### src/rtl/eint_pkg.sv
package eint_pkg;
  localparam int NUM_LINES     = 28;
  localparam int DATA_W        = 32;
  localparam int LINES_PER_CFG = 16;
  localparam int FIELD_W       = 3;
  localparam int FIELD_STRIDE  = 4;
  localparam int NUM_FIELDS    = NUM_LINES / 2;
  localparam int CFG_A_FIELDS  = LINES_PER_CFG / 2;
  localparam int CFG_B_FIELDS  = NUM_FIELDS - CFG_A_FIELDS;
  localparam int NUM_GROUPS    = 4;
  localparam int GRP_FIRST     = 4;
  localparam int GRP_SIZE      = 8;

  typedef enum logic [1:0] {
    REG_CFG_A = 2'd0,
    REG_CFG_B = 2'd1,
    REG_MASK  = 2'd2,
    REG_PEND  = 2'd3
  } reg_sel_e;

  function automatic logic [DATA_W-1:0] cfg_valid(input int nfields);
    logic [DATA_W-1:0] m;
    m = '0;
    for (int f = 0; f < nfields; f++) m[f*FIELD_STRIDE +: FIELD_W] = '1;
    return m;
  endfunction

  function automatic logic trig_hit(input logic [FIELD_W-1:0] f, input logic cur,
                                    input logic prv);
    logic hit;
    unique case (f[2:1])
      2'b00:   hit = f[0] ? cur : ~cur;
      2'b01:   hit = prv & ~cur;
      2'b10:   hit = ~prv & cur;
      default: hit = prv ^ cur;
    endcase
    return hit;
  endfunction

  function automatic int grp_lo(input int g);
    return (g == 0) ? 0 : GRP_FIRST + (g - 1) * GRP_SIZE;
  endfunction

  function automatic int grp_hi(input int g);
    return GRP_FIRST + g * GRP_SIZE - 1;
  endfunction
endpackage

### src/rtl/eint_sync.sv
module eint_sync #(
  parameter int W      = 28,
  parameter int STAGES = 2
) (
  input  logic         clk_i,
  input  logic         rst_ni,
  input  logic [W-1:0] d_i,
  output logic [W-1:0] q_o
);
  logic [W-1:0] stage_q [STAGES];

  always_ff @(posedge clk_i or negedge rst_ni) begin
    if (!rst_ni) stage_q[0] <= '0;
    else         stage_q[0] <= d_i;
  end

  for (genvar s = 1; s < STAGES; s++) begin : g_stage
    always_ff @(posedge clk_i or negedge rst_ni) begin
      if (!rst_ni) stage_q[s] <= '0;
      else         stage_q[s] <= stage_q[s-1];
    end
  end

  assign q_o = stage_q[STAGES-1];
endmodule

### src/rtl/eint_detect.sv
module eint_detect
  import eint_pkg::*;
#(
  parameter int W = NUM_LINES
) (
  input  logic                              clk_i,
  input  logic                              rst_ni,
  input  logic [W-1:0]                      lvl_i,
  input  logic [W/2-1:0][FIELD_W-1:0]       fields_i,
  output logic [W-1:0]                      evt_o
);
  logic [W-1:0] prev_q;

  always_ff @(posedge clk_i or negedge rst_ni) begin
    if (!rst_ni) prev_q <= '0;
    else         prev_q <= lvl_i;
  end

  for (genvar i = 0; i < W; i++) begin : g_line
    assign evt_o[i] = trig_hit(fields_i[i/2], lvl_i[i], prev_q[i]);
  end
endmodule

### src/rtl/eint_regs.sv
module eint_regs
  import eint_pkg::*;
#(
  parameter int W = NUM_LINES
) (
  input  logic                         clk_i,
  input  logic                         rst_ni,
  input  logic                         req_i,
  input  logic                         we_i,
  input  logic [1:0]                   addr_i,
  input  logic [DATA_W-1:0]            wdata_i,
  input  logic [W-1:0]                 evt_i,
  output logic [DATA_W-1:0]            rdata_o,
  output logic [W/2-1:0][FIELD_W-1:0]  fields_o,
  output logic [W-1:0]                 mask_o,
  output logic [W-1:0]                 pend_o
);
  localparam logic [DATA_W-1:0] CFG_A_MASK = cfg_valid(CFG_A_FIELDS);
  localparam logic [DATA_W-1:0] CFG_B_MASK = cfg_valid(CFG_B_FIELDS);

  logic [DATA_W-1:0] cfg_a_q, cfg_b_q, rdata_q, rd_mux;
  logic [W-1:0]      mask_q, pend_q, clr;
  logic              wr, rd;
  reg_sel_e          sel;

  assign sel = reg_sel_e'(addr_i);
  assign wr  = req_i & we_i;
  assign rd  = req_i & ~we_i;
  assign clr = (wr && sel == REG_PEND) ? wdata_i[W-1:0] : '0;

  always_comb begin
    unique case (sel)
      REG_CFG_A: rd_mux = cfg_a_q;
      REG_CFG_B: rd_mux = cfg_b_q;
      REG_MASK:  rd_mux = DATA_W'(mask_q);
      default:   rd_mux = DATA_W'(pend_q);
    endcase
  end

  always_ff @(posedge clk_i or negedge rst_ni) begin
    if (!rst_ni) begin
      cfg_a_q <= '0;
      cfg_b_q <= '0;
      mask_q  <= '1;
      pend_q  <= '0;
      rdata_q <= '0;
    end else begin
      if (wr && sel == REG_CFG_A) cfg_a_q <= wdata_i & CFG_A_MASK;
      if (wr && sel == REG_CFG_B) cfg_b_q <= wdata_i & CFG_B_MASK;
      if (wr && sel == REG_MASK)  mask_q  <= wdata_i[W-1:0];
      // event has priority over a simultaneous clear
      pend_q <= (pend_q & ~clr) | evt_i;
      if (rd) rdata_q <= rd_mux;
    end
  end

  for (genvar f = 0; f < W/2; f++) begin : g_field
    if (f < CFG_A_FIELDS) begin : g_a
      assign fields_o[f] = cfg_a_q[f*FIELD_STRIDE +: FIELD_W];
    end else begin : g_b
      assign fields_o[f] = cfg_b_q[(f-CFG_A_FIELDS)*FIELD_STRIDE +: FIELD_W];
    end
  end

  assign rdata_o = rdata_q;
  assign mask_o  = mask_q;
  assign pend_o  = pend_q;
endmodule

### src/rtl/eint_group.sv
module eint_group
  import eint_pkg::*;
#(
  parameter int W = NUM_LINES
) (
  input  logic [W-1:0]          pend_i,
  input  logic [W-1:0]          mask_i,
  output logic [NUM_GROUPS-1:0] irq_o
);
  logic [W-1:0] act;
  assign act = pend_i & ~mask_i;

  for (genvar g = 0; g < NUM_GROUPS; g++) begin : g_grp
    localparam int LO = grp_lo(g);
    localparam int HI = grp_hi(g);
    assign irq_o[g] = |act[HI:LO];
  end
endmodule

### src/rtl/eint_ctrl.sv
module eint_ctrl
  import eint_pkg::*;
#(
  parameter int SYNC_STAGES = 2
) (
  input  logic                  clk_i,
  input  logic                  rst_ni,
  input  logic [NUM_LINES-1:0]  lines_i,
  input  logic                  req_i,
  input  logic                  we_i,
  input  logic [1:0]            addr_i,
  input  logic [DATA_W-1:0]     wdata_i,
  output logic [DATA_W-1:0]     rdata_o,
  output logic [NUM_GROUPS-1:0] irq_o
);
  logic [NUM_LINES-1:0]                 lvl, evt, mask_q, pend_q;
  logic [NUM_FIELDS-1:0][FIELD_W-1:0]   fields;

  eint_sync #(.W(NUM_LINES), .STAGES(SYNC_STAGES)) u_sync (
    .clk_i, .rst_ni, .d_i(lines_i), .q_o(lvl)
  );

  eint_detect #(.W(NUM_LINES)) u_detect (
    .clk_i, .rst_ni, .lvl_i(lvl), .fields_i(fields), .evt_o(evt)
  );

  eint_regs #(.W(NUM_LINES)) u_regs (
    .clk_i, .rst_ni, .req_i, .we_i, .addr_i, .wdata_i,
    .evt_i(evt), .rdata_o, .fields_o(fields), .mask_o(mask_q), .pend_o(pend_q)
  );

  eint_group #(.W(NUM_LINES)) u_group (
    .pend_i(pend_q), .mask_i(mask_q), .irq_o
  );
endmodule

### config.mk
export PLATFORM = sky130hd
export DESIGN_NAME = eint_ctrl
export DESIGN_NICKNAME = d
export VERILOG_FILES = /design/src/rtl/eint_pkg.sv /design/src/rtl/eint_sync.sv /design/src/rtl/eint_detect.sv /design/src/rtl/eint_regs.sv /design/src/rtl/eint_group.sv /design/src/rtl/eint_ctrl.sv
export SDC_FILE = /design/constraint.sdc
export NUM_CORES = 1
export LEC_CHECK = 0
export ABC_AREA = 1
export BUFFER_PORTS_ARGS = -buffer_cell sky130_fd_sc_hd__buf_2
export CELL_PAD_IN_SITES_DETAIL_PLACEMENT = 1
export CELL_PAD_IN_SITES_GLOBAL_PLACEMENT = 1
export CORE_ASPECT_RATIO = 1.1
export CORE_UTILIZATION = 40
export CTS_CLUSTER_SIZE = 16
export DETAILED_ROUTE_END_ITERATION = 10
export PLACE_DENSITY_LB_ADDON = 0.08
export SYNTH_ARGS = -nofsm -noshare
export SYNTH_HDL_FRONTEND = slang
export SYNTH_HIERARCHICAL = 1
export SYNTH_SLANG_ARGS = --single-unit
### constraint.sdc
create_clock -name clk_i -period 1.7 [get_ports clk_i]
set_clock_uncertainty 0.1 [all_clocks]
set_input_delay 0.255 -clock clk_i [delete_from_list [all_inputs] [get_ports clk_i]]
set_output_delay 0.255 -clock clk_i [all_outputs]
set_load 0.05 [all_outputs]
---- Word level (Yosys, flattened, before mapping) ----
Index checks and enable logic that the tools add are counted.
word-level totals
  register bits ........................... 214
  bits in latches ......................... 0
  memory bits (writable) .................. 0
  ROM bits ................................ 0
  input bits .............................. 66
  output and inout port bits .............. 36
  memories kept ........................... 0
cells by class
  add/sub/neg operators ................... 0
  multipliers ............................. 0
  divide/modulo/power cells ............... 0
  order comparisons ....................... 0
  equality and inequality tests ........... 31
  shift operators ......................... 0
  mux-type cells .......................... 58
  bitwise logic cells ..................... 148
  reductions and logical operators ........ 23
operators by type and width
  operator                                             number
  one-hot mux 31 bit (3 select lines)                  1
  one-hot mux 1 bit (3 select lines)                   28
  AND 1 bit                                            58
  NOT 1 bit                                            57
  AND 28 bit                                           2
  NOT 28 bit                                           2
  equality test 2 bit, second input constant           16
  equality test 2 x 1 -> 1 bit, second input constant  15
  logical NOT 2 bit                                    15
  two-way mux 1 bit                                    28
  two-way mux 28 bit                                   1
  bitwise OR 28 bit                                    1
  bitwise XOR 1 bit                                    28
  OR reduction 8 bit                                   3
  logical AND 1 bit                                    4
  OR reduction 4 bit                                   1

---- Depth between registers and ports, before layout ----
  depth after elaboration ................. 6
  gate-level depth with buffers ........... 9
  gate-level depth less buffers ........... 8

---- Hierarchy ----
Netlist, hierarchy kept.
by module, submodules not included
  module       instances  cells each  area each (µm²)  seq. area each (µm²)
  eint_regs    1          667         5579.1           3263.1
  eint_detect  1          462         3030.4           700.7
  eint_sync    1          84          1611.5           1401.3
  eint_group   1          78          295.3            0.0

---- Worst setup path after synthesis ----
OpenSTA, ideal clock, no wires.
  path type ............................... flip-flop to output port
  start ................................... register u_regs.mask_q[0], in the netlist u_regs/mask_o[0]
  end ..................................... output port irq_o[0]
  arrival ................................. 1.070 ns
  data required time ...................... 1.345 ns
  setup slack ............................. 0.275 ns
  stages on the path, launching flop included .. 4
  path through ............................ dfstp_2 inv_1 nand2_1 nand4_1
on the way
  word-level cells in the longest chain between the ends .. 3
ends and longest elaborated chain
  item                    line              source
  start, declared         eint_regs.sv:22   logic [W-1:0] mask_q, pend_q, clr;
  start signal, assigned  eint_regs.sv:50   if (wr && sel == REG_MASK) mask_q <= wdata_i[W-1:0];
  NOT 28 bit              eint_group.sv:11  assign act = pend_i & ~mask_i;
  AND 28 bit              eint_group.sv:11
  OR reduction 4 bit      eint_group.sv:16  assign irq_o[g] = |act[HI:LO];
  end, declared           eint_ctrl.sv:14   output logic [NUM_GROUPS-1:0] irq_o
No other way between the ends.

---- Worst setup path in the final report ----
  start ................................... register u_regs.mask_q[15], in the netlist u_regs/mask_o[15]
  end ..................................... output port irq_o[2]
on the way
  word-level cells in the longest chain between the ends .. 3
ends and longest elaborated chain
  item                line
  NOT 28 bit          eint_group.sv:11
  AND 28 bit          eint_group.sv:11
  OR reduction 8 bit  eint_group.sv:16
No other way between the ends.

==> flow_summary.ini <==
[status]
outcome = finished with violations
violations = negative setup slack

[place]
dpl.cell_count = 1701
place_ws_ps = 101
io_buffers = 99
post-dp-hpwl_um = 19800
gp_congestion = 0.784
place_area_sq_um = 11400

[logic_synthesis]
synth_cell_types = 25
synth-seq-area-share_pct = 51.0
synthTopCellsByArea = dfrtp_1, nand2_1, nand3_1, inv_1, dfstp_2
synth_fp_nets = 1413
ys_ff_latch = 213
syn_inst = 1291
synth_edf_count = 0
yosys.cell_count.top_type = nand2_1
synth_ff_type = dfrtp_1
post_synth.cell_area_avg_sq_um = 8.15
synth_top_cells_by_count = nand2_1, inv_1, dfrtp_1, nand3_1, o21ai_0
yosysTopAreaCell = dfrtp_1
ys_async_sr_fraction_pct = 100
yosys_warnings = 6
yosys.area.top_type_share_pct = 44.0
syn_area_sq_um = 10500

[cts]
cts_buffer_depth = 3
clkSlewWorstSetupHoldPaths_ps = 60
root_buffer = clkbuf_16
clk_latency_ps = 530
cts_buffers = 25
cts.sinks = 213
h-tree-depth = 1
cts_tree = built

[worst_hold_path]
holdPathStages = 3
hp-class = in2reg

[floorplanning]
dieWidth_um = 157
die-area_sq_um = 26900
die_y_um = 172
ioPinCount = 102
core-area_sq_um = 25600
row_count = 61
start_util_pct = 41.1

[run]
maxCapViolations = 0

[grt]
antenna_found_initial = 0
grt_usage_pct = 22.3
grt_max_degree = 47
grt_first_pass_wirelength_um = 46600
grt_pass1_vias = 9097
gr-total-overflow = 0

[sta]
post-route-period-util_pct = 114
setup-violations-final = 4
slew_violations = 0
fmax_mhz = 516
fin_ws_ps = -237
rsz0062_at_grt = yes
min_period_ps = 1940
hold_viol_final = 0
fin_worst_hold_slack_ps = 32.2

[worst_setup_path]
cp_slowest_stage_delay_ps = 550
start_kind = flop
critical_path.endpoint_type = primary output
worstPathRequired_ps = 1340
crit_chain = inv_2, nand2_2, nand2_2, nor2_2, nand2_2, buf_6
cpMostUsedCell = nand2_2
cp_data_arrival_time_ps = 1580
criticalPathCategory = reg2out
reg2reg_depth = 6
cp_slowest_cell = dfstp_2
crit_fanout = 3

[layout]
layout.nets = 1576
n_antenna_cell = 0
fin_cells = 1817
final_cell_area_sq_um = 13000
area_growth_pct = 23.3
layout-drive-gt1-share_pct = 16.1

[routing]
final_antenna_net_count = 0
dr.pass1.iters = 5
wl_per_cell_um = 15.6
routed-via-count = 8703
first_iter_violations = 340
wl_um = 28400
routed_via_density = 4.79
drc = 0

[pwr]
leakagePower_uw = 0.00677
worst_ir_drop_vdd_mv = 0.857
p_per_area_nw_per_um2 = 1130
what timing repair did:
item	in CTS	in global routing
hold buffers	59	0
endpoints found under the setup margin	4	4
gates resized for setup	14	13
buffers inserted	11	2
cloned	0	0
pin swaps	10	5
endpoints found under the hold margin	295	0
stage by stage:
step,setup TNS [ps],utilization [%],total power [uW]
after global routing,-1100,50.7,15500
final,-826,50.7,14700
after floorplan,0,-,8120
after CTS,-956,50.6,14900
after global placement,0,44.5,9030
after detailed placement,0,44.5,9130
power breakdown:
part	total, uW	internal (uW)	switching (uW)
Sequential	6370	5750	623
Combinational	2880	1030	1850
Clock	5440	3270	2160
worst paths after layout:
path | start | end | slack [ps]
max in group asynchronous | rst_ni | u_regs/mask_o[27]$_DFFE_PN1P_ | 710
worst min register to register | u_sync/stage_q[45]$_DFF_PN0_ | u_sync/q_o[17]$_DFF_PN0_ | 240
worst min-delay path | wdata_i[10] | u_regs/cfg_b_q[10]$_DFFE_PN0P_ | 30
worst max-delay path | u_regs/mask_o[15]$_DFFE_PN1P_ | irq_o[2] | -240
worst max register to register | u_sync/q_o[11]$_DFF_PN0_ | u_regs/pend_o[11]$_DFF_PN0_ | 270
min in group asynchronous | rst_ni | u_sync/q_o[17]$_DFF_PN0_ | 140
kinds of logic after synthesis:
| group | after synthesis | synth area share [%] |
|---|---|---|
| and+or+nand+nor | 619 | 24.9 |
| AOI/OAI and AO/OA | 119 | 5.66 |
| DFF | 213 | 51.0 |
| other | 1 | 0.0357 |
| buffers and inverters | 283 | 11.7 |
| adders and majority gates | 56 | 6.66 |
worst max-delay path, delay by kind of cell, from the launching register on:
family | cells | cell delay [ps]
flops | 1 | 550
simple gates | 4 | 300
buf+inv | 2 | 200
sequential cells by signal, indices dropped and copies added, names as in the netlist:
register         count
u_sync/q_o          28
u_sync/stage_q      28
u_regs/pend_o       28
u_regs/mask_o       28
u_regs/cfg_a_q      24
u_regs/cfg_b_q      18
u_detect/prev_q     28
u_regs/rdata_o      31
per-layer routing:
layer | GRT usage [%] | wire, um
met1 | 29.8 | 13300
met2 | 38.6 | 13700
met3 | 2.78 | 1070
met4 | 4.56 | 363
met5 | 0 | 0
layout make-up:
type / count / area (sq um)
tap: 346 / 433
sequential: 213 / 5370
fill: 3089 / 12600
clock buffer: 30 / 674
timing repair buffer: 200 / 1550
clock inverter: 14 / 156
inverter: 219 / 825
multi-input combinational: 795 / 3970
cells in the final DEF (no fill, tap or decap):
cell and n:
a21oi_1 3, buf_12 9, buf_2 94, buf_4 33, buf_6 4, buf_8 1
bufinv_16 3, clkbuf_1 2, clkbuf_16 25, clkbuf_8 3, clkinv_2 7, clkinv_4 1
clkinvlp_4 3, conb_1 1, dfrtp_1 185, dfstp_2 28, dlygate4sd3_1 59, ha_1 56
inv_1 213, inv_2 5, inv_4 1, nand2_1 352, nand2_2 10, nand2_4 2
nand3_1 163, nand3_2 2, nand4_1 1, nor2_1 55, nor2_2 6, o21ai_0 87
o21ai_1 29, or2_0 28
Power figures use the tool's default switching activity.
